===== config.mk =====
export PLATFORM = sky130hd
export DESIGN_NAME = uart_irq_ctrl
export DESIGN_NICKNAME = d
export VERILOG_FILES = /design/src/rtl/uart_irq_pkg.sv /design/src/rtl/uart_irq_tx_thresh.sv /design/src/rtl/uart_irq_src_bit.sv /design/src/rtl/uart_irq_mask_out.sv /design/src/rtl/uart_irq_ctrl.sv
export SDC_FILE = /design/constraint.sdc
export NUM_CORES = 1
export LEC_CHECK = 0
export ABC_AREA = 1
export BUFFER_PORTS_ARGS = -buffer_cell sky130_fd_sc_hd__buf_2
export CAP_MARGIN = 25
export CORE_MARGIN = 4
export CORE_UTILIZATION = 35
export CTS_CLUSTER_SIZE = 10
export DETAILED_ROUTE_END_ITERATION = 12
export PLACE_DENSITY = 0.68
export SLEW_MARGIN = 20
export SYNTH_ARGS = -nofsm -noshare
export SYNTH_HDL_FRONTEND = slang
export SYNTH_SLANG_ARGS = --single-unit

===== constraint.sdc =====
create_clock -name clk -period 0.8 [get_ports clk]
set_input_delay 0.16 -clock clk [delete_from_list [all_inputs] [get_ports clk]]
set_output_delay 0.16 -clock clk [all_outputs]
set_load 0.02 [all_outputs]

===== src/rtl/uart_irq_pkg.sv =====
package uart_irq_pkg;

  localparam int NSRC = 4;

  localparam int SRC_RX    = 0;
  localparam int SRC_ERR   = 1;
  localparam int SRC_TX    = 2;
  localparam int SRC_MODEM = 3;

  typedef enum logic [1:0] {
    WSEL_PEND_ACK = 2'd0,
    WSEL_SRC_ACK  = 2'd1,
    WSEL_MASK     = 2'd2,
    WSEL_NONE     = 2'd3
  } wsel_e;

  typedef logic [NSRC-1:0] cause_t;

  // Trigger level as a plain number, used by checkers
  function automatic int unsigned chan_level(int ch, int unsigned trig);
    case (ch)
      0:       return trig * 32;
      1, 4:    return trig * 8;
      2, 3:    return trig * 2;
      default: return 0;
    endcase
  endfunction

endpackage


===== src/rtl/uart_irq_tx_thresh.sv =====
module uart_irq_tx_thresh #(
  parameter int CHANNEL = 0,
  parameter int CNT_W   = 8,
  parameter int TRIG_W  = 3
) (
  input  logic              fifo_en,
  input  logic [CNT_W-1:0]  tx_count,
  input  logic [TRIG_W-1:0] tx_trig,
  output logic              tx_low
);
  localparam int LVL_W = TRIG_W + 5;
  localparam int CMP_W = (CNT_W > LVL_W) ? CNT_W : LVL_W;

  logic [LVL_W-1:0] level;

  generate
    if (CHANNEL == 0) begin : g_x32
      assign level = LVL_W'(tx_trig) << 5;
    end else if (CHANNEL == 1 || CHANNEL == 4) begin : g_x8
      assign level = LVL_W'(tx_trig) << 3;
    end else if (CHANNEL == 2 || CHANNEL == 3) begin : g_x2
      assign level = LVL_W'(tx_trig) << 1;
    end else begin : g_none
      assign level = '0;
    end
  endgenerate

  assign tx_low = fifo_en && (CMP_W'(tx_count) <= CMP_W'(level));

endmodule


===== src/rtl/uart_irq_src_bit.sv =====
module uart_irq_src_bit (
  input  logic clk,
  input  logic rst_n,
  input  logic set,
  input  logic clr,
  output logic q
);
  // a set in the same cycle as a clear wins
  always_ff @(posedge clk or negedge rst_n) begin
    if (!rst_n)   q <= 1'b0;
    else if (set) q <= 1'b1;
    else if (clr) q <= 1'b0;
  end
endmodule


===== src/rtl/uart_irq_mask_out.sv =====
module uart_irq_mask_out
  import uart_irq_pkg::*;
(
  input  logic   clk,
  input  logic   rst_n,
  input  cause_t src,
  input  logic   mask_wr,
  input  cause_t mask_data,
  output cause_t mask_q,
  output cause_t pend,
  output logic   irq_q
);
  always_ff @(posedge clk or negedge rst_n) begin
    if (!rst_n)       mask_q <= '0;
    else if (mask_wr) mask_q <= mask_data;
  end

  assign pend = src & ~mask_q;

  always_ff @(posedge clk or negedge rst_n) begin
    if (!rst_n) irq_q <= 1'b0;
    else        irq_q <= |pend;
  end
endmodule


===== src/rtl/uart_irq_ctrl.sv =====
module uart_irq_ctrl
  import uart_irq_pkg::*;
#(
  parameter int CHANNEL = 0,
  parameter int CNT_W   = 8,
  parameter int TRIG_W  = 3
) (
  input  logic              clk,
  input  logic              rst_n,
  input  logic              ev_rx,
  input  logic              ev_err,
  input  logic              ev_tx,
  input  logic              ev_modem,
  input  logic              fifo_en,
  input  logic [CNT_W-1:0]  tx_count,
  input  logic [TRIG_W-1:0] tx_trig,
  input  logic              wr_en,
  input  logic [1:0]        wr_sel,
  input  logic [3:0]        wr_data,
  output logic [3:0]        rd_src,
  output logic [3:0]        rd_pend,
  output logic [3:0]        rd_mask,
  output logic              irq
);
  wsel_e  sel;
  logic   tx_low;
  cause_t set_v;
  cause_t clr_v;
  cause_t src_q;
  logic   mask_wr;

  assign sel = wsel_e'(wr_sel);

  uart_irq_tx_thresh #(
    .CHANNEL(CHANNEL), .CNT_W(CNT_W), .TRIG_W(TRIG_W)
  ) u_thresh (
    .fifo_en (fifo_en),
    .tx_count(tx_count),
    .tx_trig (tx_trig),
    .tx_low  (tx_low)
  );

  always_comb begin
    set_v            = '0;
    set_v[SRC_RX]    = ev_rx;
    set_v[SRC_ERR]   = ev_err;
    set_v[SRC_TX]    = ev_tx | tx_low;
    set_v[SRC_MODEM] = ev_modem;
  end

  assign clr_v   = (wr_en && (sel == WSEL_PEND_ACK || sel == WSEL_SRC_ACK)) ? wr_data : '0;
  assign mask_wr = wr_en && (sel == WSEL_MASK);

  generate
    for (genvar i = 0; i < NSRC; i++) begin : g_src
      uart_irq_src_bit u_bit (
        .clk  (clk),
        .rst_n(rst_n),
        .set  (set_v[i]),
        .clr  (clr_v[i]),
        .q    (src_q[i])
      );
    end
  endgenerate

  uart_irq_mask_out u_out (
    .clk      (clk),
    .rst_n    (rst_n),
    .src      (src_q),
    .mask_wr  (mask_wr),
    .mask_data(wr_data),
    .mask_q   (rd_mask),
    .pend     (rd_pend),
    .irq_q    (irq)
  );

  assign rd_src = src_q;

endmodule


Yosys cells after proc, flatten, opt, wreduce, memory -nomap -nowiden
Cells that the tools add are included.
Storage, ports and cells
  register bits after elaboration: 9
  output and inout bits: 13
Operators by class
  $lt $le $gt $ge: 1
  equal/unequal tests: 2
  mux-type cells: 9
  bitwise logic cells: 3
  reductions and logical operators: 10
Operator list (count)
  $le 8x8->1: 1
  $mux 1: 8
  $reduce_bool 2->1: 4
  $and 4x4->4: 1
  $mux 4: 1
  $not 4->4: 1
  $reduce_or 4->1: 1
  $logic_and 1x1->1: 3
  $eq 2x1->1 const B: 1
  $eq 2x2->1 const B: 1
  $logic_not 2->1: 1
  $logic_or 1x1->1: 1
  $or 1x1->1: 1

Depth between registers and ports, before layout
Gate-level depths: netlist of run 1.
  word-level depth: 6
  gate-level depth with buffers: 8
  gate-level depth less buffers: 8

By module
A second synthesis of run 1 with hierarchy kept.
Unflattened totals
  cell total of the unflattened synthesis: 86
  area total of the unflattened synthesis: 563.0 µm²
Modules (own cells, without submodules)
  uart_irq_mask_out: times used 1, cells an instance 30, area each 224.0 µm²
  uart_irq_src_bit: times used 4, cells an instance 5, area each 40.0 µm²
  uart_irq_tx_thresh: times used 1, cells an instance 23, area each 125.1 µm²
  uart_irq_ctrl: times used 1, cells an instance 13, area each 53.8 µm²

Worst setup path before layout of run 1
OpenSTA, ideal clock, no wires.
  path kind: register to output
  from: reg u_out.mask_q[3]
  to: out rd_pend[3]
  arrival time: 0.845 ns
  setup slack: -0.205 ns
  cell stages (with the launch flop): 3
  path buffers: 0
  cells stage by stage: dfrtp_1 > or2_1 > inv_1
On the way
  longest elaborated chain between the ends: 2
Ends and longest elaborated chain
  start, declared: RTL line uart_irq_mask_out.sv:9  | output cause_t mask_q,
  start signal, assigned: RTL line uart_irq_mask_out.sv:15  | else if (mask_wr) mask_q <= mask_data;
  $not 4->4: RTL line uart_irq_mask_out.sv:18  | assign pend = src & ~mask_q;
  $and 4x4->4: RTL line uart_irq_mask_out.sv:18
  end, declared: RTL line uart_irq_ctrl.sv:21  | output logic [3:0] rd_pend,
No other way between the ends.

Worst setup path in the final report of run 1
  from: reg u_out.mask_q[0]
  to: out rd_pend[0]
The elaborated chain is that of the path after synthesis.

==> metrics.cfg, run 1 <==
[status]
outcome=finished, violations left
violations=setup timing

[detailed_routing]
drtIter0Drc=4
drc=0
wl_per_cell_um=12.8
ant_nets=0
drt_first_pass_iters=3
vias=644
routed_wl_mm=1.85
vias_per_cell=4.47

[die]
coreArea_um2=1510
die_y_um=47.8
std_cell_rows=14
die_area_um2=2280
start_util_pct=36.7
io-pin-count=38
die_w_um=47.8

[sta]
setup_slack_ns=-0.468
finalCriticalPeriod_ns=1.27
tightest_slew_ns=0.230
min_period_over_period_pct=159
fmax_mhz=788
rsz0062_at_grt=yes
fin_tns_setup_ns=-4.26
clock_skew_ns=0.00400
hold_viol_final=0
relSlewSlack_pct=84.6
setup_viol=19
slew_viol_final=0

[placement]
place_congestion=0.722
io_buffers=37
dp_slack_ns=-0.174
dp_hpwl_mm=1.11
placed_area_um2=846

[global_routing]
grt_usage_pct=13.9
grt_max_degree=10
grt_pass1_wl_mm=2.18
grt_pass1_vias=578
antenna_found_initial=0
overflow=0

[power]
static-leakage-power_nw=0.601
powerDensity_nw_per_um2=1580
ir_drop_v=0.000748

[synth]
ys_seq_area_share_pct=40.7
ys_warn_count=0
syn_area_um2=553
synth_cell_types=16
ys_ff_latch=9
avgSynthCellArea_um2=7.58
syn-num-nets=101
syn_inst=73

[worst_setup_path]
critPathKind=flip-flop to output port
start_kind=flip-flop
cp.arrival_ns=1.11
cp.required_ns=0.64
critical_path.max_fanout=2
end_kind=output port

[clocking]
cts_sinks=9
cts_inserted_buffers=3
clk_path_buf_depth=2
clk-insertion-delay-late_ns=0.25
cts-root-buf=clkbuf_4
cts_max_level=1
cts_tree=built
path_clk_slew_ns=0.06

[layout]
syn_to_final_growth_pct=96.4
drive_above_1_share_pct=65.6
nets=157
fin_area_um2=1090
fillCellCount=125
antenna_cells=0

[job]
max_cap_violations=0

[min_path]
hold_path.class=input pin to flip-flop

-- metrics by stage --
stage	hold slack, ns	util (%)	std cells	total power, mW
3_5_place_dp	0.0226	56.1	131	1.07
6_report	0.103	72.1	144	1.72
5_1_grt	0.104	72.1	144	1.82
4_1_cts	0.105	66.5	139	1.56
2_1_floorplan	-0.136	-	73	0.821
3_3_place_gp	0.0185	56.1	131	1.06
-- area by class of cell --
| cell class | count | area [um^2] | area share [%] |
|---|---|---|---|
| Timing Repair Buffer | 55 | 432 | 39.7 |
| Multi-Input combinational cell | 41 | 307 | 28.2 |
| Sequential cell | 9 | 230 | 21.2 |
| Inverter | 19 | 71.3 | 6.57 |
| Clock buffer | 4 | 26.3 | 2.42 |
| Tap cell | 16 | 20.0 | 1.84 |
-- cells in the mapped netlist --
master | n | area (um^2)
nand2_2 | 1 | 6.26
o21ai_1 | 3 | 15.0
buf_4 | 4 | 30.0
a21oi_1 | 2 | 10.0
nor2_1 | 6 | 22.5
ha_1 | 3 | 37.5
inv_1 | 18 | 67.6
or2_1 | 3 | 18.8
dfrtp_1 | 9 | 225
nand2_1 | 15 | 56.3
inv_2 | 1 | 3.75
nor2_4 | 1 | 11.3
o2111ai_1 | 1 | 8.76
nand3_1 | 2 | 10.0
nand3b_1 | 1 | 7.51
o21bai_1 | 3 | 22.5
-- placed cells by master (no fill, tap or decap), drive strengths merged --
master / synthesis / routed
nand2: 16 / 16
dfrtp: 9 / 9
ha: 3 / 3
dlygate4sd3: 0 / 1
or2: 3 / 3
nor2: 7 / 7
buf: 4 / 54
nand3b: 1 / 1
a21oi: 2 / 2
o2111ai: 1 / 1
o21ai: 3 / 3
inv: 19 / 19
o21bai: 3 / 3
nand3: 2 / 2
clkbuf: 0 / 4
-- final timing paths --
kind                            depth (start not counted)                to  slack [ns]             from
worst max-delay path                                    3        rd_pend[0]       -0.47  u_out.mask_q[0]
worst min-delay path                                    2  g_src[3].u_bit.q        0.10         ev_modem
worst max register to register                          4       u_out.irq_q       -0.29  u_out.mask_q[0]
worst min register to register                          3   u_out.mask_q[2]        0.60  u_out.mask_q[2]
max in group asynchronous                               2   u_out.mask_q[3]        0.31            rst_n
min in group asynchronous                               2   u_out.mask_q[1]        0.29            rst_n
-- critical path, stage by stage (launching register included) --
cell and delay, ns:
dfrtp_2 0.41, or2_1 0.27, inv_2 0.07, buf_6 0.11
-- per-layer routing --
layer  wire [um]  track usage, %  share of wire (%)  vias up
met5           0               0                  0        -
met4          44            4.30                2.4        0
met3         113            4.51                6.1        4
met2        1040            29.6                 56       28
met1         646            11.6                 35      289
li1            -               -                  -      323
-- state kept, by name, indices dropped and copies added, names as in the netlist --
name and cells:
u_out.mask_q 4, g_src.u_bit.q 4, u_out.irq_q 1
-- cells by family after synthesis --
family / share of synthesized area [%]
and+or+nand+nor: 24.0
buffers and inverters: 18.3
AOI/OAI and AO/OA: 10.2
DFF: 40.7
adders and majority gates: 6.79
-- what timing repair did --
| item | CTS | global route |
|---|---|---|
| buffers inserted | 4 | 8 |
| hold buffers | 1 | 0 |
| pin swaps | 2 | 7 |
| endpoints found under the setup margin | 15 | 17 |
| endpoints found under the hold margin | 9 | 0 |
| resized for setup | 30 | 16 |
-- power by group --
part	total [mW]	leakage, nW	internal [mW]	switching (mW)
combinational	0.825	0.495	0.458	0.366
clock	0.345	0.0150	0.192	0.154
sequential	0.547	0.0914	0.505	0.0414
(Power assumes the default switching activity.)
==> inputs of run 2 (changes only) <==
Settings changed: SETUP_SLACK_MARGIN from default to 0.4.
==> metrics.cfg, run 2 (same netlist as run 1, synthesis figures left out) <==
[sta]
holdWs_ns=-0.266  ; -0.369 ns
finalCriticalPeriod_ns=1.25  ; -0.0163 ns
fmax_mhz=799  ; +1.3%
relSlewSlack_pct=85.7  ; +1.1 points
setup_slack_ns=-0.452  ; +0.0163 ns
rsz0062_at_grt=yes
fin_tns_setup_ns=-4.88  ; -0.617 ns
setup_viol=21  ; +2
tightest_slew_ns=0.215  ; -0.0152 ns
hold_viol_final=9  ; +9
slew_viol_final=0  ; unchanged
min_period_over_period_pct=156  ; -2.0 points
clock_skew_ns=0.00900  ; +0.00500 ns

[clocking]
clk_path_buf_depth=2  ; unchanged
cts_max_level=1  ; unchanged
path_clk_slew_ns=0.07  ; about the same
clk-insertion-delay-late_ns=0.26  ; about the same
cts_sinks=9  ; unchanged
cts_inserted_buffers=3  ; unchanged
cts_tree=built
cts-root-buf=clkbuf_4

[layout]
reg_top3=g_src.u_bit.q (4), u_out.mask_q (4), u_out.irq_q (1)
drive_above_1_share_pct=68.4  ; +2.8 points
layout_commonest_cell=buf_6
nets=162  ; +3.2%
regArea_um2=230  ; unchanged
stdcell_count=149  ; +3.5%
antenna_cells=0  ; unchanged
fin_area_um2=1170  ; +7.4%
syn_to_final_growth_pct=111
final_cell_mix=buf_6, buf_2, nand2_1
fillCellCount=97  ; -22%
multiInputGateArea_um2=309  ; +0.82%

[status]
outcome=finished, violations left
violations=hold timing, setup timing

[global_routing]
overflow=0  ; unchanged
grt_max_degree=10  ; unchanged
grt_pass1_vias=595  ; +2.9%
antenna_found_initial=0  ; unchanged
grt_pass1_wl_mm=2.37  ; +8.5%
grt_usage_pct=15.4  ; +1.4 points

[worst_setup_path]
cp.required_ns=0.64  ; about the same
r2r_end=u_out.irq_q
cp.arrival_ns=1.09  ; -0.02 ns
start_kind=flip-flop
end_kind=output port
critical_path.max_fanout=2  ; unchanged
critPathKind=flip-flop to output port
r2r-start=u_out.mask_q[0]
worst-r2r-setup-slack_ns=-0.33  ; -0.04 ns
r2r_cells=5  ; +1

[placement]
io_buffers=37  ; unchanged
place_congestion=0.704  ; -2.5%
dp.cells=131  ; unchanged
dp_hpwl_mm=1.08  ; -2.9%
placed_area_um2=863  ; +2.1%

[job]
max_cap_violations=0  ; unchanged

[detailed_routing]
drtIter0Drc=4  ; unchanged
drc=0  ; unchanged
ant_nets=0  ; unchanged
vias_per_cell=4.55  ; +1.7%
drt_first_pass_iters=4  ; +1
routed_wl_mm=2.02  ; +9.3%
wl_per_cell_um=13.6  ; +5.6%
vias=678  ; +5.3%

[power]
power.total_mw=1.83  ; +6.7%
ir_drop_v=0.000786  ; +5.1%
static-leakage-power_nw=0.631  ; +5.0%
powerDensity_nw_per_um2=1570  ; -0.59%

[die]
die_y_um=47.8  ; unchanged
die_w_um=47.8  ; unchanged
std_cell_rows=14  ; unchanged
coreArea_um2=1510  ; unchanged
start_util_pct=36.7  ; unchanged
die_area_um2=2280  ; unchanged
io-pin-count=38  ; unchanged

[min_path]
hold_path.class=input pin to async pin

## run 2: cell count changes in the layout (fill, tap and decap cells not counted), sizes merged
cell,before,now
dlygate4sd3,1,0
buf,54,60
## run 2: worst max-delay path by stage
stage               slack, ns            start  cells after the start          endpoint
finish                  -0.45  u_out.mask_q[2]                      3        rd_pend[2]
global route            -0.49  u_out.mask_q[2]                      3        rd_pend[2]
CTS                     -0.44  u_out.mask_q[3]                      3        rd_pend[3]
detailed placement      -0.21       tx_trig[2]                      8  g_src[2].u_bit.q
global placement        -0.19       tx_trig[2]                      8  g_src[2].u_bit.q
floorplan               -0.13  u_out.mask_q[3]                      2        rd_pend[3]
## run 2: worst max-delay path, cell delays in order (launching register included)
cell	delay [ns]
dfrtp_2	0.40
or2_1	0.25
inv_2	0.07
buf_6	0.11
## run 2: what timing repair did
action / CTS / global route
resized for setup: 35 / 17
setup endpoints to repair: 22 / 22
endpoints found under the hold margin: 9 / 9
buffers inserted: 6 / 8
pin swaps: 3 / 9
## run 2: layout make-up
type	count	area share, %
well taps	16	1.72
inverters	19	7.62
repair buffers	60	42.2
multi-input cells	41	26.5
flip-flops and latches	9	19.7
clock buffers	4	2.25
## run 2: stage by stage
stage | setup slack, ns | hold slack (ns) | util [%]
floorplan | -0.134 | -0.136 | -
global placement | -0.191 | 0.0216 | 57.3
detailed placement | -0.213 | 0.0186 | 57.3
CTS | -0.436 | -0.260 | 69.7
global route | -0.489 | -0.252 | 77.4
finish | -0.452 | -0.266 | 77.4
## run 2: report_power, final
group / switching, mW / total [mW] / internal (mW) / leakage [nW]
logic: 0.397 / 0.916 / 0.519 / 0.525
registers: 0.0448 / 0.550 / 0.505 / 0.0914
clock network: 0.174 / 0.367 / 0.192 / 0.0150
total: 0.616 / 1.83 / 1.22 / 0.631
## run 2: layer usage
| layer | up-vias | routed length, um | GRT usage [%] |
|---|---|---|---|
| met5 | - | 0 | 0 |
| met4 | 0 | 57 | 6.45 |
| met3 | 6 | 140 | 4.51 |
| met2 | 36 | 1110 | 30.9 |
| met1 | 302 | 716 | 13.7 |
| li1 | 334 | - | - |
